File: config.mk
export PLATFORM = sky130hd
export DESIGN_NAME = can_ctrl_regs
export DESIGN_NICKNAME = d
export VERILOG_FILES = /design/src/rtl/can_regs_pkg.sv /design/src/rtl/can_mode_reg.sv /design/src/rtl/can_irq_unit.sv /design/src/rtl/can_status_unit.sv /design/src/rtl/can_ctrl_regs.sv
export SDC_FILE = /design/constraint.sdc
export NUM_CORES = 1
export LEC_CHECK = 0
export ABC_AREA = 1
export BUFFER_PORTS_ARGS = -buffer_cell sky130_fd_sc_hd__buf_2
export CELL_PAD_IN_SITES_DETAIL_PLACEMENT = 1
export CELL_PAD_IN_SITES_GLOBAL_PLACEMENT = 1
export CORE_ASPECT_RATIO = 1.5
export CORE_UTILIZATION = 39
export DETAILED_ROUTE_END_ITERATION = 6
export PLACE_DENSITY_LB_ADDON = 0.08
export SYNTH_ARGS = -nofsm -noshare
export SYNTH_HDL_FRONTEND = slang
export SYNTH_SLANG_ARGS = --single-unit
File: constraint.sdc
create_clock -name clk -period 4.5 [get_ports clk]
set_clock_uncertainty 0.2 [all_clocks]
set_input_delay 0.9 -clock clk [delete_from_list [all_inputs] [get_ports clk]]
set_output_delay 0.9 -clock clk [all_outputs]
set_load 0.01 [all_outputs]
File: src/rtl/can_regs_pkg.sv
package can_regs_pkg;

    // Register offsets (byte addresses)
    localparam logic [7:0] OFS_MODE  = 8'h00;
    localparam logic [7:0] OFS_CMD   = 8'h04;
    localparam logic [7:0] OFS_STAT  = 8'h08;
    localparam logic [7:0] OFS_FLAG  = 8'h0C;
    localparam logic [7:0] OFS_IEN   = 8'h10;
    localparam logic [7:0] OFS_TIME  = 8'h14;
    localparam logic [7:0] OFS_ERRC  = 8'h1C;

    localparam logic [31:0] TIMING_MASK = 32'h00FF_C3FF;
    localparam int          CMD_W       = 6;
    localparam int          FLAG_W      = 8;
    localparam int          MODE_W      = 5;

    typedef enum logic [2:0] {
        SEL_MODE, SEL_CMD, SEL_STAT, SEL_FLAG,
        SEL_IEN,  SEL_TIME, SEL_ERRC, SEL_NONE
    } reg_sel_e;

    // Bit order matters: the packed struct sets the flag bit positions
    typedef struct packed {
        logic bus_err;      // 7
        logic arb_lost;     // 6
        logic err_passive;  // 5
        logic wakeup;       // 4
        logic overrun;      // 3
        logic err_warn;     // 2
        logic tx_done;      // 1
        logic rx_frame;     // 0
    } irq_vec_t;

    typedef struct packed {
        logic bus_off_req;  // 5
        logic self_rx;      // 4
        logic clr_ovr;      // 3
        logic rel_rbuf;     // 2
        logic abort;        // 1
        logic tx_req;       // 0
    } cmd_t;

    typedef struct packed {
        logic sleep;        // 4
        logic single_flt;   // 3
        logic loopback;     // 2
        logic listen;       // 1
        logic rst_mode;     // 0
    } mode_t;

    localparam mode_t MODE_RESET_VAL = '{default: 1'b0, rst_mode: 1'b1};

    function automatic reg_sel_e decode_addr(input logic [7:0] a);
        case (a)
            OFS_MODE: return SEL_MODE;
            OFS_CMD:  return SEL_CMD;
            OFS_STAT: return SEL_STAT;
            OFS_FLAG: return SEL_FLAG;
            OFS_IEN:  return SEL_IEN;
            OFS_TIME: return SEL_TIME;
            OFS_ERRC: return SEL_ERRC;
            default:  return SEL_NONE;
        endcase
    endfunction

    function automatic logic [7:0] sat_step(input logic [7:0] v,
                                            input logic       up,
                                            input logic       down,
                                            input logic [7:0] up_amt);
        logic [8:0] sum;
        sum = {1'b0, v} + {1'b0, up_amt};
        if (up)
            return sum[8] ? 8'hFF : sum[7:0];
        else if (down)
            return (v == 8'd0) ? 8'd0 : v - 8'd1;
        else
            return v;
    endfunction

endpackage

File: src/rtl/can_mode_reg.sv
module can_mode_reg
    import can_regs_pkg::*;
(
    input  logic        clk,
    input  logic        rst,
    input  logic        wr_mode,
    input  logic        wr_time,
    input  logic [31:0] wdata,
    output mode_t       mode_o,
    output logic [31:0] timing_o
);
    mode_t       mode_q;
    logic [31:0] timing_q;
    mode_t       mode_wr;

    // Bits 4:3 only follow the write when reset mode was already set
    always_comb begin
        mode_wr = mode_t'(wdata[MODE_W-1:0]);
        if (!mode_q.rst_mode) begin
            mode_wr.sleep      = mode_q.sleep;
            mode_wr.single_flt = mode_q.single_flt;
        end
    end

    always_ff @(posedge clk) begin
        if (rst) begin
            mode_q   <= MODE_RESET_VAL;
            timing_q <= '0;
        end else begin
            if (wr_mode)
                mode_q <= mode_wr;
            if (wr_time && mode_q.rst_mode)
                timing_q <= wdata & TIMING_MASK;
        end
    end

    assign mode_o   = mode_q;
    assign timing_o = timing_q;

    // the configuration bits stay put outside reset mode
    a_r2_cfg_locked: assert property (@(posedge clk) disable iff (rst)
        !mode_q.rst_mode |=> (mode_q.sleep == $past(mode_q.sleep)) &&
                             (mode_q.single_flt == $past(mode_q.single_flt)));

    // bit timing is frozen outside reset mode
    a_r3_timing_locked: assert property (@(posedge clk) disable iff (rst)
        !mode_q.rst_mode |=> $stable(timing_q));

    // reserved timing bits never set
    a_r3_timing_mask: assert property (@(posedge clk) disable iff (rst)
        (timing_q & ~TIMING_MASK) == 32'd0);

endmodule

File: src/rtl/can_irq_unit.sv
module can_irq_unit
    import can_regs_pkg::*;
(
    input  logic              clk,
    input  logic              rst,
    input  irq_vec_t          set_i,
    input  logic              wr_flag,
    input  logic              wr_ien,
    input  logic [FLAG_W-1:0] wdata,
    output logic [FLAG_W-1:0] flags_o,
    output logic [FLAG_W-1:0] ien_o,
    output logic              irq_o
);
    logic [FLAG_W-1:0] flags_q;
    logic [FLAG_W-1:0] ien_q;
    logic [FLAG_W-1:0] clr_vec;
    logic [FLAG_W-1:0] set_vec;

    assign set_vec = set_i;
    assign clr_vec = wr_flag ? wdata : '0;

    always_ff @(posedge clk) begin
        if (rst) begin
            flags_q <= '0;
            ien_q   <= '0;
        end else begin
            flags_q <= (flags_q & ~clr_vec) | set_vec;
            if (wr_ien)
                ien_q <= wdata;
        end
    end

    assign flags_o = flags_q;
    assign ien_o   = ien_q;
    assign irq_o   = |(flags_q & ien_q);

    for (genvar i = 0; i < FLAG_W; i++) begin : g_flag_chk
        // a raised flag is set on the next cycle, even under a clear
        a_r9_set_wins: assert property (@(posedge clk) disable iff (rst)
            set_vec[i] |=> flags_q[i]);
        // write-one clears when nothing raises it
        a_r9_w1c: assert property (@(posedge clk) disable iff (rst)
            (clr_vec[i] && !set_vec[i]) |=> !flags_q[i]);
        // a disabled flag alone never drives the line
        a_r10_masked: assert property (@(posedge clk) disable iff (rst)
            ($countones(flags_q & ien_q) == 0) |-> !irq_o);
    end

endmodule

File: src/rtl/can_status_unit.sv
module can_status_unit
    import can_regs_pkg::*;
#(
    parameter int RX_DEPTH   = 4,
    parameter int WARN_LIMIT = 96
) (
    input  logic        clk,
    input  logic        rst,
    input  cmd_t        cmd_i,
    input  logic        rst_mode_i,
    input  logic        ev_rx_frame,
    input  logic        ev_tx_done,
    input  logic        ev_overrun,
    input  logic        ev_bus_err,
    input  logic        ev_arb_lost,
    input  logic [1:0]  berr_type,
    input  logic        berr_dir,
    input  logic [4:0]  berr_seg,
    input  logic [4:0]  arb_pos,
    input  logic        eng_rx_busy,
    input  logic        eng_tx_busy,
    input  logic        eng_bus_off,
    input  logic        tec_inc,
    input  logic        tec_dec,
    input  logic        rec_inc,
    input  logic        rec_dec,
    input  logic        errc_clr,
    output logic [31:0] status_o,
    output logic [31:0] errc_o,
    output logic        rx_accept_o,
    output logic        ovr_event_o
);
    localparam int CNT_W = $clog2(RX_DEPTH + 1);
    localparam logic [CNT_W-1:0] DEPTH_C = CNT_W'(RX_DEPTH);
    localparam logic [7:0] WARN_C = 8'(WARN_LIMIT);

    logic [CNT_W-1:0] rx_cnt_q;
    logic             ovr_q;
    logic             tbuf_rdy_q;
    logic             tx_cmpl_q;
    logic [7:0]       ecc_q;
    logic [4:0]       alc_q;
    logic [7:0]       tec_q, rec_q;
    logic [7:0]       tec_nx, rec_nx;
    logic             rx_full, push, pop, err_sta;

    assign rx_full     = (rx_cnt_q == DEPTH_C);
    assign push        = ev_rx_frame && !rx_full;
    assign pop         = cmd_i.rel_rbuf && (rx_cnt_q != '0);
    assign rx_accept_o = push;
    assign ovr_event_o = ev_overrun || (ev_rx_frame && rx_full);

    always_comb begin
        tec_nx = sat_step(tec_q, tec_inc, tec_dec, 8'd8);
        rec_nx = sat_step(rec_q, rec_inc, rec_dec, 8'd1);
    end

    always_ff @(posedge clk) begin
        if (rst) begin
            rx_cnt_q   <= '0;
            ovr_q      <= 1'b0;
            tbuf_rdy_q <= 1'b1;
            tx_cmpl_q  <= 1'b1;
            ecc_q      <= '0;
            alc_q      <= '0;
            tec_q      <= '0;
            rec_q      <= '0;
        end else begin
            case ({push, pop})
                2'b10:   rx_cnt_q <= rx_cnt_q + 1'b1;
                2'b01:   rx_cnt_q <= rx_cnt_q - 1'b1;
                default: rx_cnt_q <= rx_cnt_q;
            endcase

            if (ovr_event_o)
                ovr_q <= 1'b1;
            else if (cmd_i.clr_ovr)
                ovr_q <= 1'b0;

            if (ev_tx_done) begin
                tbuf_rdy_q <= 1'b1;
                tx_cmpl_q  <= 1'b1;
            end else if (cmd_i.tx_req || cmd_i.self_rx) begin
                tbuf_rdy_q <= 1'b0;
                tx_cmpl_q  <= 1'b0;
            end else if (cmd_i.abort) begin
                tbuf_rdy_q <= 1'b1;
            end

            if (ev_bus_err)
                ecc_q <= {berr_type, berr_dir, berr_seg};
            if (ev_arb_lost)
                alc_q <= arb_pos;

            if (errc_clr) begin
                tec_q <= '0;
                rec_q <= '0;
            end else begin
                tec_q <= tec_nx;
                rec_q <= rec_nx;
            end
        end
    end

    assign err_sta = (tec_q >= WARN_C) || (rec_q >= WARN_C);

    assign status_o = {8'd0, ecc_q, 3'd0, alc_q,
                       eng_bus_off, err_sta,
                       eng_tx_busy | rst_mode_i, eng_rx_busy | rst_mode_i,
                       tx_cmpl_q, tbuf_rdy_q, ovr_q, (rx_cnt_q != '0)};
    assign errc_o   = {8'd0, rec_q, 8'd0, tec_q};

    // pending count never exceeds the depth
    a_r7_rx_bound: assert property (@(posedge clk) disable iff (rst)
        rx_cnt_q <= DEPTH_C);

    // a frame arriving at a full queue shows as overrun next cycle
    a_r8_ovr_on_full: assert property (@(posedge clk) disable iff (rst)
        (ev_rx_frame && rx_full) |=> status_o[1]);

    // bus error type is captured
    a_r11_ecc_capture: assert property (@(posedge clk) disable iff (rst)
        ev_bus_err |=> status_o[23:22] == $past(berr_type));

    // transmit count does not wrap past the top
    a_r12_tec_sat: assert property (@(posedge clk) disable iff (rst)
        (errc_o[7:0] == 8'hFF && tec_inc && !errc_clr) |=> errc_o[7:0] == 8'hFF);

endmodule

File: src/rtl/can_ctrl_regs.sv
module can_ctrl_regs
    import can_regs_pkg::*;
#(
    parameter int ADDR_W     = 8,
    parameter int RX_DEPTH   = 4,
    parameter int WARN_LIMIT = 96
) (
    input  logic              clk,
    input  logic              rst,
    input  logic              req_valid,
    input  logic              req_write,
    input  logic [ADDR_W-1:0] req_addr,
    input  logic [31:0]       req_wdata,
    output logic [31:0]       rd_data,
    input  logic              ev_rx_frame,
    input  logic              ev_tx_done,
    input  logic              ev_err_warn,
    input  logic              ev_overrun,
    input  logic              ev_wakeup,
    input  logic              ev_err_passive,
    input  logic              ev_arb_lost,
    input  logic              ev_bus_err,
    input  logic [1:0]        berr_type,
    input  logic              berr_dir,
    input  logic [4:0]        berr_seg,
    input  logic [4:0]        arb_pos,
    input  logic              eng_rx_busy,
    input  logic              eng_tx_busy,
    input  logic              eng_bus_off,
    input  logic              tec_inc,
    input  logic              tec_dec,
    input  logic              rec_inc,
    input  logic              rec_dec,
    output logic [4:0]        cfg_mode,
    output logic [31:0]       cfg_timing,
    output logic [5:0]        cmd_pulse,
    output logic              irq
);
    localparam int AW_PAD = (ADDR_W < 8) ? 8 : ADDR_W;

    reg_sel_e          sel;
    logic              wr, rd;
    logic [AW_PAD-1:0] addr_ext;
    mode_t             mode;
    logic [31:0]       timing;
    cmd_t              cmd_strobe;
    logic [CMD_W-1:0]  cmd_pulse_q;
    logic [31:0]       status, errc;
    logic [FLAG_W-1:0] flags, ien;
    logic              rx_accept, ovr_event;
    irq_vec_t          ev_vec;
    logic [31:0]       rd_next, rd_q;

    assign addr_ext = AW_PAD'(req_addr);
    assign sel      = decode_addr(addr_ext[7:0]);
    assign wr       = req_valid && req_write;
    assign rd       = req_valid && !req_write;

    // Command strobes are dropped while the controller sits in reset mode
    assign cmd_strobe = (wr && sel == SEL_CMD && !mode.rst_mode)
                        ? cmd_t'(req_wdata[CMD_W-1:0]) : '0;

    always_ff @(posedge clk) begin
        if (rst) cmd_pulse_q <= '0;
        else     cmd_pulse_q <= cmd_strobe;
    end

    can_mode_reg u_mode (
        .clk      (clk),
        .rst      (rst),
        .wr_mode  (wr && sel == SEL_MODE),
        .wr_time  (wr && sel == SEL_TIME),
        .wdata    (req_wdata),
        .mode_o   (mode),
        .timing_o (timing)
    );

    can_status_unit #(
        .RX_DEPTH   (RX_DEPTH),
        .WARN_LIMIT (WARN_LIMIT)
    ) u_stat (
        .clk         (clk),
        .rst         (rst),
        .cmd_i       (cmd_strobe),
        .rst_mode_i  (mode.rst_mode),
        .ev_rx_frame (ev_rx_frame),
        .ev_tx_done  (ev_tx_done),
        .ev_overrun  (ev_overrun),
        .ev_bus_err  (ev_bus_err),
        .ev_arb_lost (ev_arb_lost),
        .berr_type   (berr_type),
        .berr_dir    (berr_dir),
        .berr_seg    (berr_seg),
        .arb_pos     (arb_pos),
        .eng_rx_busy (eng_rx_busy),
        .eng_tx_busy (eng_tx_busy),
        .eng_bus_off (eng_bus_off),
        .tec_inc     (tec_inc),
        .tec_dec     (tec_dec),
        .rec_inc     (rec_inc),
        .rec_dec     (rec_dec),
        .errc_clr    (wr && sel == SEL_ERRC && req_wdata == 32'd0),
        .status_o    (status),
        .errc_o      (errc),
        .rx_accept_o (rx_accept),
        .ovr_event_o (ovr_event)
    );

    always_comb begin
        ev_vec             = '0;
        ev_vec.rx_frame    = rx_accept;
        ev_vec.tx_done     = ev_tx_done;
        ev_vec.err_warn    = ev_err_warn;
        ev_vec.overrun     = ovr_event;
        ev_vec.wakeup      = ev_wakeup;
        ev_vec.err_passive = ev_err_passive;
        ev_vec.arb_lost    = ev_arb_lost;
        ev_vec.bus_err     = ev_bus_err;
    end

    can_irq_unit u_irq (
        .clk     (clk),
        .rst     (rst),
        .set_i   (ev_vec),
        .wr_flag (wr && sel == SEL_FLAG),
        .wr_ien  (wr && sel == SEL_IEN),
        .wdata   (req_wdata[FLAG_W-1:0]),
        .flags_o (flags),
        .ien_o   (ien),
        .irq_o   (irq)
    );

    always_comb begin
        case (sel)
            SEL_MODE: rd_next = {27'd0, mode};
            SEL_STAT: rd_next = status;
            SEL_FLAG: rd_next = {24'd0, flags};
            SEL_IEN:  rd_next = {24'd0, ien};
            SEL_TIME: rd_next = timing;
            SEL_ERRC: rd_next = errc;
            default:  rd_next = 32'd0;
        endcase
    end

    always_ff @(posedge clk) begin
        if (rst)     rd_q <= '0;
        else if (rd) rd_q <= rd_next;
    end

    assign rd_data    = rd_q;
    assign cfg_mode   = mode;
    assign cfg_timing = timing;
    assign cmd_pulse  = cmd_pulse_q;

    // a strobe only appears after a command write made outside reset mode
    a_r5_cmd_gated: assert property (@(posedge clk) disable iff (rst)
        (cmd_pulse_q != '0) |-> ($past(wr) && !$past(mode.rst_mode)));

    // transmit done leaves the transmit buffer ready
    a_r6_tbuf_ready: assert property (@(posedge clk) disable iff (rst)
        ev_tx_done |=> status[2] && status[3]);

endmodule

# Word level (Yosys, flattened, before mapping)
# Cells that the tools add are included.
[totals]
ff_bits = 114
inputBits = 72
word_cells = 102
output_inout_bits = 76
[classes]
addsub = 6
reduce_logical = 36
mux = 17
magnitude_cmp = 2
eq_ne = 15
bitwise = 7
[op_table]
columns = ["cell", "count"]
rows = [
  ["one-hot mux 24 bit (6 select lines)", 1],
  ["two-way mux 8 bit", 9],
  ["logical NOT 32 bit", 1],
  ["equality test 8 x 5 -> 1 bit, second input constant", 3],
  ["logical NOT 8 bit", 3],
  ["one-hot mux 3 bit (7 select lines)", 1],
  ["bitwise AND 8 bit", 2],
  ["equality test 8 x 4 -> 1 bit, second input constant", 2],
  [">= comparator 8 x 7 -> 1 bit, second input constant", 2],
  ["subtractor 8 x 1 -> 8 bit, second input constant", 2],
  ["logical AND 1 bit", 14],
  ["equality test 3 bit, second input constant", 4],
  ["nonzero test 2 bit", 5],
  ["adder 8 x 1 -> 9 bit, second input constant", 1],
  ["adder 8 x 4 -> 9 bit, second input constant", 1],
  ["equality test 8 x 3 -> 1 bit, second input constant", 1],
  ["inverter 8 bit", 1],
  ["OR 8 bit", 1],
  ["OR reduction 8 bit", 1],
  ["equality test 3 x 2 -> 1 bit, second input constant", 2],
  ["one-hot mux 3 bit (2 select lines)", 1],
  ["OR reduction 2 bit", 3],
  ["two-way mux 5 bit", 1],
  ["two-way mux 1 bit", 4],
  ["12 further kinds", 17],
]

# Longest topological paths before layout
# Gate-level depths: netlist of run 1.
[logic_depth]
ltp_word = 9
ltp_mapped = 15
ltp_nobuf = 15

# Hierarchy
# A second synthesis of run 1 with hierarchy kept.
[hier_totals]
hier_cells = 1028
hier_area_um2 = 6815.3
[by_module_without_submodules]
columns = ["mod", "seq_area_each_um2", "cells_each", "area_per_inst_um2", "n_inst"]
rows = [
  ["can_ctrl_regs", 760.7, 400, 2571.2, 1],
  ["can_status_unit", 700.7, 369, 2426.1, 1],
  ["can_mode_reg", 500.5, 167, 1104.8, 1],
  ["can_irq_unit", 320.3, 92, 713.2, 1],
]

# Worst setup path after synthesis of run 1
# No wires, ideal clock.
[synth_timing]
path_kind = "input to register"
startpoint = "input req_addr[7]"
endpoint = "register u_stat.rx_cnt_q[2]"
path_buffers = 0
arrival_ps = 2801
t_required_ps = 4178
setup_ps = 122
path_slack_ps = 1377
cell_stages = 14
cell_sequence = "nor2_2 -> nand3_1 -> nor2_2 -> nor2_1 -> nand2_1 -> nand3_2 -> nor3_1 -> ha_1 -> inv_1 -> fa_1 -> a21oi_1 -> o21ai_0 -> o21ai_0 -> a21oi_1"
[synth_via]
elab_chain_len = 9
elab_cells_between_ends = 17
cone_classes = "eq/ne (9); mux (3); reduce/logical (5)"
[synth_lines]
columns = ["element", "line_no", "text"]
rows = [
  ["start: declaration", "can_ctrl_regs.sv:12", "input logic [ADDR_W-1:0] req_addr,"],
  ["equality test 8 x 5 -> 1 bit (tied with other cells)", "can_regs_pkg.sv:54", "case (a)"],
  ["one-hot mux 3 bit (7 select lines) (*)", "can_regs_pkg.sv:54", ""],
  ["equality test 3 x 1 -> 1 bit (*)", "can_ctrl_regs.sv:60", "assign cmd_strobe = (wr && sel == SEL_CMD && !mode.rst_mode)"],
  ["logical AND 1 bit (*) (2 in a row)", "can_ctrl_regs.sv:60", ""],
  ["two-way mux 5 bit (*)", "can_ctrl_regs.sv:61", "? cmd_t'(req_wdata[CMD_W-1:0]) : '0;"],
  ["logical AND 1 bit (*)", "can_status_unit.sv:49", "assign pop = cmd_i.rel_rbuf && (rx_cnt_q != '0);"],
  ["equality test 2 x 1 -> 1 bit / equality test 2 bit (equally long branches)", "can_status_unit.sv:69", "case ({push, pop})"],
  ["one-hot mux 3 bit (2 select lines) / nonzero test 2 bit (equally long branches)", "-", ""],
  ["end signal: assignment", "can_status_unit.sv:70", "2'b10: rx_cnt_q <= rx_cnt_q + 1'b1;"],
  ["end signal: assignment", "can_status_unit.sv:71", "2'b01: rx_cnt_q <= rx_cnt_q - 1'b1;"],
  ["end signal: assignment", "can_status_unit.sv:72", "default: rx_cnt_q <= rx_cnt_q;"],
  ["end: declaration", "can_status_unit.sv:37", "logic [CNT_W-1:0] rx_cnt_q;"],
]
# Mark *: on every way between the ends. The rest lies on a longest branch, timed or not.
# A chain may end at the register's enable or synchronous reset.

# Worst setup path after layout of run 1
# Ends and elaborated chain as after synthesis.

==> run summary, run 1 <==
=====================================================================================================
Outcome                                                                                  finished with violations
Violations in the final reports                                                                   DRC
Number of setup violations in the final report                                                      0
Sequential-to-total area share from yosys stat                                                  0.390
Netlist cell types                                                                                 36
Mapped Avg Cell Area                                                                         6.83 µm²
Setup repair after global routing missed its margin                                                no
Port-buffer cells                                                                                 126
Fraction of the mapped netlist area in compound gates                                           0.181
Headroom to the max-slew limit                                                                  0.491
Later-pin clock latency in the skew report                                                    0.34 ns
Setup TNS after final layout                                                                     0 ns
Number of max-cap violations                                                                        0
Maximum clock insertion buffer count                                                                2
CTS tree                                                                                         done
# H-tree levels                                                                                     3
Synthesis Warnings                                                                                  0
Synthesized-area fraction occupied by and/or/nand/nor cells                                     0.278
Cell area after layout                                                                       6340 µm²
Net count of the finished layout                                                                  983
Fraction of final layout cells sized beyond drive strength 1                                    0.191
Most used cells in the layout excluding fill and tap cells                               151 x sky130_fd_sc_hd__nand2_1, 126 x sky130_fd_sc_hd__buf_2, 105 x sky130_fd_sc_hd__dfxtp_1, 102 x sky130_fd_sc_hd__nor2_1, 85 x sky130_fd_sc_hd__a21oi_1
Met1 Wirelength                                                                               7.11 mm
Post-detailed-route DRC marker count                                                                9
Row cnt                                                                                            52
Gate count of the mapped netlist                                                                  789
Post-Syn Area                                                                                5390 µm²
Overall track demand over capacity in global routing                                            0.267
First-pass DRT Iterations                                                                           6
Post-detailed-route wirelength per cell                                                       17.4 µm
Post-DP HPWL                                                                                  14.7 mm
Post-synthesis share of cell area spent on full adders, half adders and majority gates         0.0200
Remaining antenna violation count                                                                   0
Combinational family with the most area after synthesis                                  simple AND/OR/NAND/NOR gates
Leak Pwr                                                                                      2.85 nW
Biggest fanout along the worst timing path                                                          9
Uppermost layer routed                                                                           met4
Worst vdd ir                                                                                   222 µV
Cell area after placement                                                                    6050 µm²
Flops & latches, synth                                                                            105
Ordered cell list for the critical path                                                  buf_2 -> nor2_2 -> nand3_1 -> nor2_2 -> nor2_1 -> nand2_1 -> nand3_2 -> nor3_1 -> ha_1 -> inv_1 -> fa_1 -> a21oi_1 -> o21ai_0 -> o21ai_0 -> a21oi_1
Number of pins exceeding their max-slew limit in the final report                                   0
Growth of design area from synthesis to finish                                                  17.5%
Die Height                                                                                     146 µm
Worst min-delay path class                                                               flop to flop
Root buffer selected by CTS                                                              sky130_fd_sc_hd__clkbuf_16
Worst-Margin Slew                                                                            0.763 ns
Maximum number of pins on one net before global-route repair                                       45
Total power density per cell area                                                          333 nW/µm²
Wire length of the first global-routing pass                                                  30.1 mm
Last weighted congestion value of the routability-driven placer                                 0.880
Hold slack final                                                                             0.266 ns
Antenna violations before repair                                                                    1
Post-synthesis xor/xnor area fraction                                                          0.0179
Buffer count from post-CTS setup fixing                                                             0
Upper clock frequency limit                                                                   298 MHz
Final number of hold-violating endpoints                                                            0
Total power                                                                                   2.11 mW
Routed met3 length                                                                             755 µm
CTS buffer count                                                                                    9
Crit path time final                                                                          3.35 ns
Total number of vias                                                                             5666
Starting density of the core                                                                    0.400
Floorplan core area                                                                         13500 µm²
Final cycle utilization of the critical path                                                    0.745
Number of DRC violations after detailed-routing iteration 0                                       224
Most frequent standard cell in the layout excluding fill and tap cells                   sky130_fd_sc_hd__nand2_1
Type of the setup path with the least slack                                              input pin to flop
Congestion Overflow GR                                                                              0
Portion of netlist area occupied by mux cells                                                       0
Clock slew seen by the registers of the worst setup and hold paths                            0.07 ns
Slowest stage cell on the critical path                                                  sky130_fd_sc_hd__fa_1
Count of boundary I/O pins                                                                        148
Final wirelength                                                                              18.6 mm
Number of vias per cell after detailed routing                                                   5.29
Filler Cell Count                                                                                1828
Hold-fix buffers, CTS                                                                               0
Resize count post-CTS                                                                               0
Critical path endpoint category                                                                  flop
Endpoint required time on the critical path                                                   4.53 ns
Max stage delay on crit path                                                                  0.38 ns
Number of clock sinks                                                                             105
Met2 Wirelength                                                                               9.87 mm
Via count of the first global-routing pass                                                       6012
Crit start category                                                                         input pin
Die area                                                                                    14300 µm²
Die boundary width                                                                            98.0 µm
WP data arrival                                                                               3.39 ns
=====================================================================================================
## sequential cells by signal, summed over array words and instances (netlist names), 6 cells and up
signal / flops
u_mode.timing_o: 20
u_irq.flags_o: 8
u_stat.rec_q: 8
rd_data: 23
u_irq.ien_o: 8
u_stat.tec_q: 8
u_stat.ecc_q: 8
cmd_pulse: 6
## worst max-delay path: cells and delay by family
kind,cells,cell delay [ns]
AO/OA/AOI/OAI,4,0.48
AND/OR/NAND/NOR,7,1.26
adder cells (fa/ha/maj),2,0.55
buffers and inverters,2,0.18
## synthesized netlist by cell type
master / count / area, µm²
sky130_fd_sc_hd__buf_6: 2 / 22.5
sky130_fd_sc_hd__clkinv_1: 2 / 7.51
sky130_fd_sc_hd__nand2_2: 6 / 37.5
sky130_fd_sc_hd__clkbuf_1: 19 / 71.3
sky130_fd_sc_hd__fa_1: 1 / 20.0
sky130_fd_sc_hd__nor2_2: 7 / 43.8
sky130_fd_sc_hd__a211oi_1: 1 / 7.51
sky130_fd_sc_hd__or2_2: 2 / 12.5
sky130_fd_sc_hd__inv_1: 84 / 315
sky130_fd_sc_hd__a21oi_1: 85 / 425
sky130_fd_sc_hd__nor2_4: 5 / 56.3
sky130_fd_sc_hd__xor2_1: 10 / 87.6
sky130_fd_sc_hd__a31oi_1: 1 / 6.26
sky130_fd_sc_hd__inv_2: 2 / 7.51
sky130_fd_sc_hd__nand3b_1: 1 / 7.51
sky130_fd_sc_hd__o22ai_1: 4 / 25.0
sky130_fd_sc_hd__buf_2: 2 / 10.0
sky130_fd_sc_hd__nor2_1: 102 / 383
sky130_fd_sc_hd__ha_1: 7 / 87.6
sky130_fd_sc_hd__nand2_4: 2 / 22.5
sky130_fd_sc_hd__a221oi_1: 2 / 17.5
sky130_fd_sc_hd__o21ai_0: 79 / 395
sky130_fd_sc_hd__xnor2_1: 1 / 8.76
sky130_fd_sc_hd__nor3_2: 1 / 10.0
sky130_fd_sc_hd__buf_4: 22 / 165
sky130_fd_sc_hd__o21ai_1: 2 / 10.0
sky130_fd_sc_hd__nor4_1: 2 / 12.5
sky130_fd_sc_hd__nand4_1: 5 / 31.3
sky130_fd_sc_hd__o211ai_1: 12 / 90.1
sky130_fd_sc_hd__conb_1: 1 / 3.75
sky130_fd_sc_hd__clkbuf_2: 1 / 5.00
sky130_fd_sc_hd__dfxtp_1: 105 / 2100
sky130_fd_sc_hd__nand3_2: 3 / 30.0
sky130_fd_sc_hd__nor3_1: 17 / 85.1
sky130_fd_sc_hd__nand3_1: 40 / 200
sky130_fd_sc_hd__nand2_1: 151 / 567
## kinds of logic (layout without fill, tap and decap cells)
logic type	count (synthesis)	in the layout
other cells	1	22
simple gates	344	344
xor+xnor	11	11
flops	105	105
compound gates	186	186
fa+ha+maj	8	8
buf+inv	134	233
## layout make-up
type / count / area [µm²] / share of cell area
inverter: 88 / 330 / 0.0521
sequential: 105 / 2100 / 0.332
clock inverter: 6 / 47.5 / 0.00750
antenna: 1 / 2.50 / 0.000395
multi-input combinational: 570 / 2760 / 0.435
clock buffer: 10 / 239 / 0.0377
tap: 162 / 203 / 0.0320
timing repair buffer: 129 / 653 / 0.103
## power breakdown
part,internal [mW],switching (mW)
sequential,0.966,0.0419
combinational,0.114,0.216
clock,0.398,0.376
total,1.48,0.634
## worst paths after layout
path / from / endpoint / slack (ns) / cells after the start
max: req_addr[7] / u_stat.rx_cnt_q[2]$_SDFFE_PP0P_ / 1.15 / 15
min reg2reg: u_stat.alc_q[1]$_SDFFE_PP0P_ / u_stat.alc_q[1]$_SDFFE_PP0P_ / 0.27 / 2
min: u_stat.alc_q[1]$_SDFFE_PP0P_ / u_stat.alc_q[1]$_SDFFE_PP0P_ / 0.27 / 2
max reg2reg: u_mode.mode_o[0]$_SDFFE_PP1P_ / u_stat.rx_cnt_q[2]$_SDFFE_PP0P_ / 1.77 / 10
## metal layers
metal | global-route usage | vias to the layer above
met3 | 0.0365 | 43
met5 | 0 | -
met1 | 0.285 | 2713
li1 | - | 2755
met2 | 0.499 | 155
met4 | 0.147 | 0
## through the flow
step	util	instances	setup WS, ns
floorplan	-	809	1.38
global placement	0.449	1054	0.946
detailed placement	0.449	1054	0.811
CTS	0.470	1070	1.16
global route	0.470	1071	0.843
finish	0.470	1071	1.15
Note: power is estimated with default switching activity, not from simulation.
==> inputs of run 2 (changes only) <==
--- a/config.mk
+++ b/config.mk
@@ -10,7 +10,7 @@
 export CELL_PAD_IN_SITES_DETAIL_PLACEMENT = 1
 export CELL_PAD_IN_SITES_GLOBAL_PLACEMENT = 1
 export CORE_ASPECT_RATIO = 1.5
-export CORE_UTILIZATION = 39
+export CORE_UTILIZATION = 33
 export DETAILED_ROUTE_END_ITERATION = 6
 export PLACE_DENSITY_LB_ADDON = 0.08
 export SYNTH_ARGS = -nofsm -noshare
==> constraint.sdc (replaced) <==
create_clock -name clk -period 2.7 [get_ports clk]
set_clock_uncertainty 0.2 [all_clocks]
set_input_delay 0.54 -clock clk [delete_from_list [all_inputs] [get_ports clk]]
set_output_delay 0.54 -clock clk [all_outputs]
set_load 0.01 [all_outputs]
==> run 2 against run 1 <==
- the run now ends clean
- setup slack lost 0.94 ns
- sequential power up 66%
- via count up 0.74%
- combinational power up 71%
- flip-flop and latch count did not move
- core utilization shrank 5.5 points
- total power is 73% higher
- register-to-register slack got worse by 1.3 ns
- die area increased by 18%
- routed wire length grew 6.4%
- largest cell class unchanged
- highest routed layer unchanged
==> run summary, run 2 (same netlist as run 1, synthesis figures left out) <==
=====================================================================================
Total power                                                                   3.65 mW
Most used cells in the layout excluding fill and tap cells               151 x sky130_fd_sc_hd__nand2_1, 126 x sky130_fd_sc_hd__buf_2, 105 x sky130_fd_sc_hd__dfxtp_1, 102 x sky130_fd_sc_hd__nor2_1, 85 x sky130_fd_sc_hd__a21oi_1
Global Route met3 Usage                                                        0.0307
Clock slew seen by the registers of the worst setup and hold paths            0.08 ns
Antenna violations before repair                                                    0
Via count of the first global-routing pass                                       5923
WP data arrival                                                               2.54 ns
Overall track demand over capacity in global routing                            0.237
GR Layer Usage met2                                                             0.446
CTS tree                                                                         done
Headroom to the max-slew limit                                                  0.456
Diode count                                                                         0
Worst setup slack after layout                                               0.206 ns
Wire length of the first global-routing pass                                  30.5 mm
Crit path time final                                                          2.49 ns
Root buffer selected by CTS                                              sky130_fd_sc_hd__clkbuf_16
Last weighted congestion value of the routability-driven placer                 0.840
Most crowded layer after global routing                                          met2
Type of the setup path with the least slack                              input pin to flop
Setup repair after global routing missed its margin                                no
Sw frac                                                                         0.302
Cell area after layout                                                       6580 µm²
Post-detailed-route DRC marker count                                                0
Critical path endpoint category                                                  flop
Leak Pwr                                                                      2.96 nW
Die boundary width                                                             106 µm
Total number of vias                                                             5708
Number of setup violations in the final report                                      0
Max stage delay on crit path                                                  0.39 ns
Final number of hold-violating endpoints                                            0
Port-buffer cells                                                                 126
First-pass DRT Iterations                                                           5
Upper clock frequency limit                                                   401 MHz
Most frequent standard cell in the layout excluding fill and tap cells   sky130_fd_sc_hd__nand2_1
Worst vdd ir                                                                   422 µV
Count of boundary I/O pins                                                        148
Number of clock sinks                                                             105
Ordered cell list for the critical path                                  buf_2 -> nor2_2 -> nand3_2 -> nor2_4 -> nor2_1 -> nand2_1 -> nand3_2 -> nor3_2 -> ha_1 -> inv_1 -> fa_1 -> a21oi_1 -> o21ai_1 -> o21ai_1 -> a21oi_1
Starting density of the core                                                    0.340
Sequential cell fraction of total power                                         0.461
Internal power                                                                2.55 mW
Switching power total                                                         1.10 mW
Row cnt                                                                            56
Number of vias per cell after detailed routing                                   5.05
Final cycle utilization of the critical path                                    0.924
Worst-Margin Slew                                                            0.815 ns
Maximum number of pins on one net before global-route repair                       44
Number of DRC violations after detailed-routing iteration 0                       211
Met1 capacity usage during global routing                                       0.262
Post-detailed-route wirelength per cell                                       17.5 µm
Number of pins exceeding their max-slew limit in the final report                   0
DP Worst Slack                                                              -0.214 ns
Die area                                                                    16900 µm²
Floorplan core area                                                         15800 µm²
Core utilization of the finished layout                                         0.416
Maximum clock insertion buffer count                                                2
Total power density per cell area                                          554 nW/µm²
Biggest fanout along the worst timing path                                          3
# H-tree levels                                                                     3
Final wirelength                                                              19.8 mm
Worst min-delay path class                                               input pin to flop
Combinational fraction of design power                                          0.155
Die Height                                                                     159 µm
Later-pin clock latency in the skew report                                    0.35 ns
Fraction of final layout cells sized beyond drive strength 1                    0.211
Post-DP HPWL                                                                  15.8 mm
Crit start category                                                         input pin
Net count of the finished layout                                                 1003
CTS buffer count                                                                    9
Share of total power in the clock network                                       0.385
Cell area after placement                                                    6260 µm²
Remaining antenna violation count                                                   0
Outcome                                                                     completed
Max FFs per register                                                               23
Slowest stage cell on the critical path                                  sky130_fd_sc_hd__fa_1
Number of max-cap violations                                                        0
Endpoint required time on the critical path                                   2.74 ns
Growth of design area from synthesis to finish                                  22.1%
Congestion Overflow GR                                                              0
=====================================================================================
[run 2: cell count changes in the layout (fill, tap and decap cells not counted), sizes merged]
cell      delta
clkinv       +2
inv          -1
bufinv       +1
buf         +20
clkinvlp     -1
diode        -1
clkbuf       -1
[run 2: worst paths after layout]
check / depth (start not counted) / start / slack [ns] / to
max: 15 / req_addr[7] / 0.21 / u_stat.rx_cnt_q[2]$_SDFFE_PP0P_
min: 3 / ev_err_warn / 0.21 / u_irq.flags_o[2]$_SDFF_PP0_
max reg2reg: 10 / u_mode.mode_o[0]$_SDFFE_PP1P_ / 0.43 / u_stat.rx_cnt_q[2]$_SDFFE_PP0P_
min reg2reg: 2 / u_stat.tx_cmpl_q$_SDFFE_PP1P_ / 0.26 / u_stat.tx_cmpl_q$_SDFFE_PP1P_
[run 2: metal layers]
metal / up-vias / wire length, µm / share of wire
met2: 148 / 10500 / 0.53
met3: 42 / 837 / 0.042
met5: - / 0 / 0
met4: 0 / 646 / 0.033
li1: 2789 / - / -
met1: 2729 / 7790 / 0.39
[run 2: metrics by stage]
step / hold WS [ns] / TNS [ns] / cells
after detailed placement: 0.243 / -0.270 / 1114
final: 0.214 / 0 / 1131
after CTS: 0.210 / 0 / 1130
after global placement: 0.247 / -0.0717 / 1114
after floorplan: 0.219 / 0 / 809
after global routing: 0.221 / 0 / 1131
[run 2: critical path, delay by kind of cell]
family	cells	cell delay (ns)
AO/OA/AOI/OAI	4	0.44
adder cells (fa/ha/maj)	2	0.56
buffers and inverters	2	0.17
AND/OR/NAND/NOR	7	0.83
[run 2: power groups by stage]
| stage | Clock (mW) | Sequential, mW | Combinational, mW |
|---|---|---|---|
| final | 1.40 | 1.68 | 0.564 |
| after global routing | 1.50 | 1.69 | 0.631 |
| after CTS | 1.43 | 1.68 | 0.566 |
| after detailed placement | 0 | 1.72 | 0.562 |
| after global placement | 0 | 1.71 | 0.546 |
| after floorplan | 0 | 1.69 | 0.390 |
[run 2: area by class of cell]
cell class / count / area (µm²)
flip-flops and latches: 105 / 2100
multi-input cells: 570 / 2780
inverters: 88 / 330
clock buffers: 9 / 225
fillers: 2125 / 9250
clock inverters: 7 / 88.8
repair buffers: 149 / 803
well taps: 203 / 254
[run 2: what timing repair did]
item	in CTS	in global routing
setup buffers	0	1
endpoints found under the setup margin	0	1
resized for setup	0	3
hold buffers	0	0
==> inputs of run 3 (changes only) <==
--- a/config.mk
+++ b/config.mk
@@ -7,10 +7,7 @@
 export LEC_CHECK = 0
 export ABC_AREA = 1
 export BUFFER_PORTS_ARGS = -buffer_cell sky130_fd_sc_hd__buf_2
-export CELL_PAD_IN_SITES_DETAIL_PLACEMENT = 1
-export CELL_PAD_IN_SITES_GLOBAL_PLACEMENT = 1
-export CORE_ASPECT_RATIO = 1.5
-export CORE_UTILIZATION = 33
+export CORE_UTILIZATION = 57
 export DETAILED_ROUTE_END_ITERATION = 6
 export PLACE_DENSITY_LB_ADDON = 0.08
 export SYNTH_ARGS = -nofsm -noshare
==> constraint.sdc (replaced) <==
create_clock -name clk -period 3 [get_ports clk]
set_clock_uncertainty 0.2 [all_clocks]
set_input_delay 0.6 -clock clk [delete_from_list [all_inputs] [get_ports clk]]
set_output_delay 0.6 -clock clk [all_outputs]
set_load 0.01 [all_outputs]
==> run 3 against run 2 <==
- total power decreased by 22%
- via count decreased by 1.2%
- count of clock-buffer cells in the layout increased by 1
- die area decreased by 42%
- non-clock buffer count decreased by 8
- routed wire length decreased by 19%
- worst hold slack improved by 0.016 ns
- largest cell class unchanged
- highest routed layer unchanged
- core utilization increased by 27 points
- sequential power decreased by 10%
- first-iteration DRC count increased by 83%
- setup slack improved by 0.17 ns
- combinational power decreased by 15%
==> run summary, run 3 (same netlist as run 1, synthesis figures left out) <==
=====================================================================================
Outcome                                                                     completed
Number of vias per cell after detailed routing                                   5.47
Worst vdd ir                                                                   300 µV
Leak Pwr                                                                      2.86 nW
Later-pin clock latency in the skew report                                    0.38 ns
Number of max-cap violations                                                        0
Critical path endpoint category                                                  flop
Biggest fanout along the worst timing path                                          3
# H-tree levels                                                                     3
Max FFs per register                                                               23
Register area                                                                2100 µm²
Post-detailed-route wirelength per cell                                       15.5 µm
Headroom to the max-slew limit                                                  0.492
Type of the setup path with the least slack                              input pin to flop
Congestion Overflow GR                                                              0
Crit start category                                                         input pin
Filler Cell Count                                                                 819
Remaining antenna violation count                                                   0
Worst min-delay path class                                               input pin to flop
Buffer count from post-CTS setup fixing                                             0
WP data arrival                                                               2.69 ns
Cell count after placement                                                       1015
Growth of design area from synthesis to finish                                  16.2%
Fraction of final layout cells sized beyond drive strength 1                    0.201
Maximum clock insertion buffer count                                                2
Floorplan core area                                                          9200 µm²
Switching power total                                                        0.901 mW
Cell area after placement                                                    6070 µm²
Die area                                                                     9850 µm²
Last weighted congestion value of the routability-driven placer                 0.983
Number of pins exceeding their max-slew limit in the final report                   0
Root buffer selected by CTS                                              sky130_fd_sc_hd__clkbuf_8
Critical register-to-register path startpoint                            u_mode.mode_o[0]$_SDFFE_PP1P_
Maximum number of pins on one net before global-route repair                       44
Cell area after layout                                                       6260 µm²
Hold wc startpoint                                                       berr_type[1]
Via count of the first global-routing pass                                       5192
Number of DRC violations after detailed-routing iteration 0                       387
Diode count                                                                         0
Starting density of the core                                                    0.586
Multi-input combinational cell area                                          2770 µm²
Total number of vias                                                             5639
Post-DP HPWL                                                                  12.1 mm
Most used cells in the layout excluding fill and tap cells               151 x sky130_fd_sc_hd__nand2_1, 126 x sky130_fd_sc_hd__buf_2, 105 x sky130_fd_sc_hd__dfxtp_1, 102 x sky130_fd_sc_hd__nor2_1, 85 x sky130_fd_sc_hd__a21oi_1
Number of clock sinks                                                             105
Final wirelength                                                              15.9 mm
Die Height                                                                    99.2 µm
Final number of hold-violating endpoints                                            0
Wire length of the first global-routing pass                                  25.7 mm
Die boundary width                                                            99.2 µm
Crit path time final                                                          2.63 ns
Final cycle utilization of the critical path                                    0.876
Clock slew seen by the registers of the worst setup and hold paths            0.12 ns
Count of boundary I/O pins                                                        148
Worst-Margin Slew                                                            0.762 ns
Post-detailed-route DRC marker count                                                0
Upper clock frequency limit                                                   381 MHz
Antenna violations before repair                                                    0
Origin of the worst setup path                                            req_addr[7]
CTS tree                                                                         done
Row cnt                                                                            35
First-pass DRT Iterations                                                           5
Port-buffer cells                                                                 126
Internal power                                                                1.95 mW
Layout Cells excl Fill                                                           1031
Share of total power in the clock network                                       0.301
CTS buffer count                                                                    9
Overall track demand over capacity in global routing                            0.331
Number of setup violations in the final report                                      0
Net count of the finished layout                                                  995
Total power density per cell area                                          455 nW/µm²
Sequential cell fraction of total power                                         0.529
Sw frac                                                                         0.316
Setup repair after global routing missed its margin                                no
Endpoint required time on the critical path                                   3.06 ns
Combinational fraction of design power                                          0.169
Most frequent standard cell in the layout excluding fill and tap cells   sky130_fd_sc_hd__nand2_1
=====================================================================================
## run 3: cell count changes in the layout (fill, tap and decap cells not counted), moves of 2 or more
| cell | change |
|---|---|
| sky130_fd_sc_hd__o21ai_1 | -2 |
| sky130_fd_sc_hd__clkbuf_16 | -9 |
| sky130_fd_sc_hd__clkbuf_8 | +9 |
| sky130_fd_sc_hd__o21ai_0 | +2 |
| sky130_fd_sc_hd__buf_4 | -8 |
## run 3: layout make-up
class	instances	share of cell area
multi-input combinational	570	0.441
inverter	88	0.0527
tap	111	0.0222
timing repair buffer	141	0.119
sequential	105	0.336
clock buffer	10	0.0204
clock inverter	6	0.00919
## run 3: timing repair
action                     4_1_cts  5_1_grt
setup endpoints to repair        0        1
gates resized for setup          0        1
hold buffers                     0        0
## run 3: worst max-delay path: stages
cell	delay [ns]
sky130_fd_sc_hd__buf_2	0.11
sky130_fd_sc_hd__nor2_2	0.13
sky130_fd_sc_hd__nand3_1	0.18
sky130_fd_sc_hd__nor2_2	0.17
sky130_fd_sc_hd__nor2_1	0.06
sky130_fd_sc_hd__nand2_1	0.07
sky130_fd_sc_hd__nand3_2	0.08
sky130_fd_sc_hd__nor3_1	0.15
sky130_fd_sc_hd__ha_1	0.17
sky130_fd_sc_hd__inv_1	0.07
sky130_fd_sc_hd__fa_1	0.39
sky130_fd_sc_hd__a21oi_1	0.16
sky130_fd_sc_hd__o21ai_0	0.12
sky130_fd_sc_hd__o21ai_0	0.17
sky130_fd_sc_hd__a21oi_1	0.06
## run 3: power groups by stage
stage,Clock [mW],Combinational [mW],Sequential (mW)
2_1_floorplan,0,0.350,1.52
3_3_place_gp,0,0.463,1.53
3_5_place_dp,0,0.471,1.54
4_1_cts,0.867,0.475,1.50
5_1_grt,0.916,0.540,1.51
6_report,0.858,0.482,1.51
## run 3: path summary, 6_finish.rpt
kind | endpoint | slack, ns | cells past startpoint
worst max-delay path | u_stat.rx_cnt_q[2]$_SDFFE_PP0P_ | 0.37 | 15
worst min-delay path | u_stat.ecc_q[7]$_SDFFE_PP0P_ | 0.23 | 3
worst max register to register | u_stat.rx_cnt_q[2]$_SDFFE_PP0P_ | 0.65 | 10
worst min register to register | rd_data[8]$_SDFFE_PP0P_ | 0.27 | 2
## run 3: metal layers
metal / GRT usage / vias to the layer above / part of all wire
met1: 0.415 / 2601 / 0.41
met5: 0 / - / 0
met2: 0.580 / 223 / 0.50
met4: 0.131 / 0 / 0.027
met3: 0.0379 / 37 / 0.058
li1: - / 2778 / -
## run 3: stage by stage
| step | TNS, ns | util | power [mW] | hold slack, ns | setup WS [ns] |
|---|---|---|---|---|---|
| after floorplan | 0 | - | 1.87 | 0.219 | 0.177 |
| after global placement | 0 | 0.660 | 2.00 | 0.235 | 0.0900 |
| after detailed placement | -0.0328 | 0.660 | 2.01 | 0.247 | -0.0328 |
| after CTS | 0 | 0.681 | 2.85 | 0.225 | 0.363 |
| after global routing | 0 | 0.681 | 2.97 | 0.235 | 0.0531 |
| final | 0 | 0.681 | 2.85 | 0.230 | 0.373 |
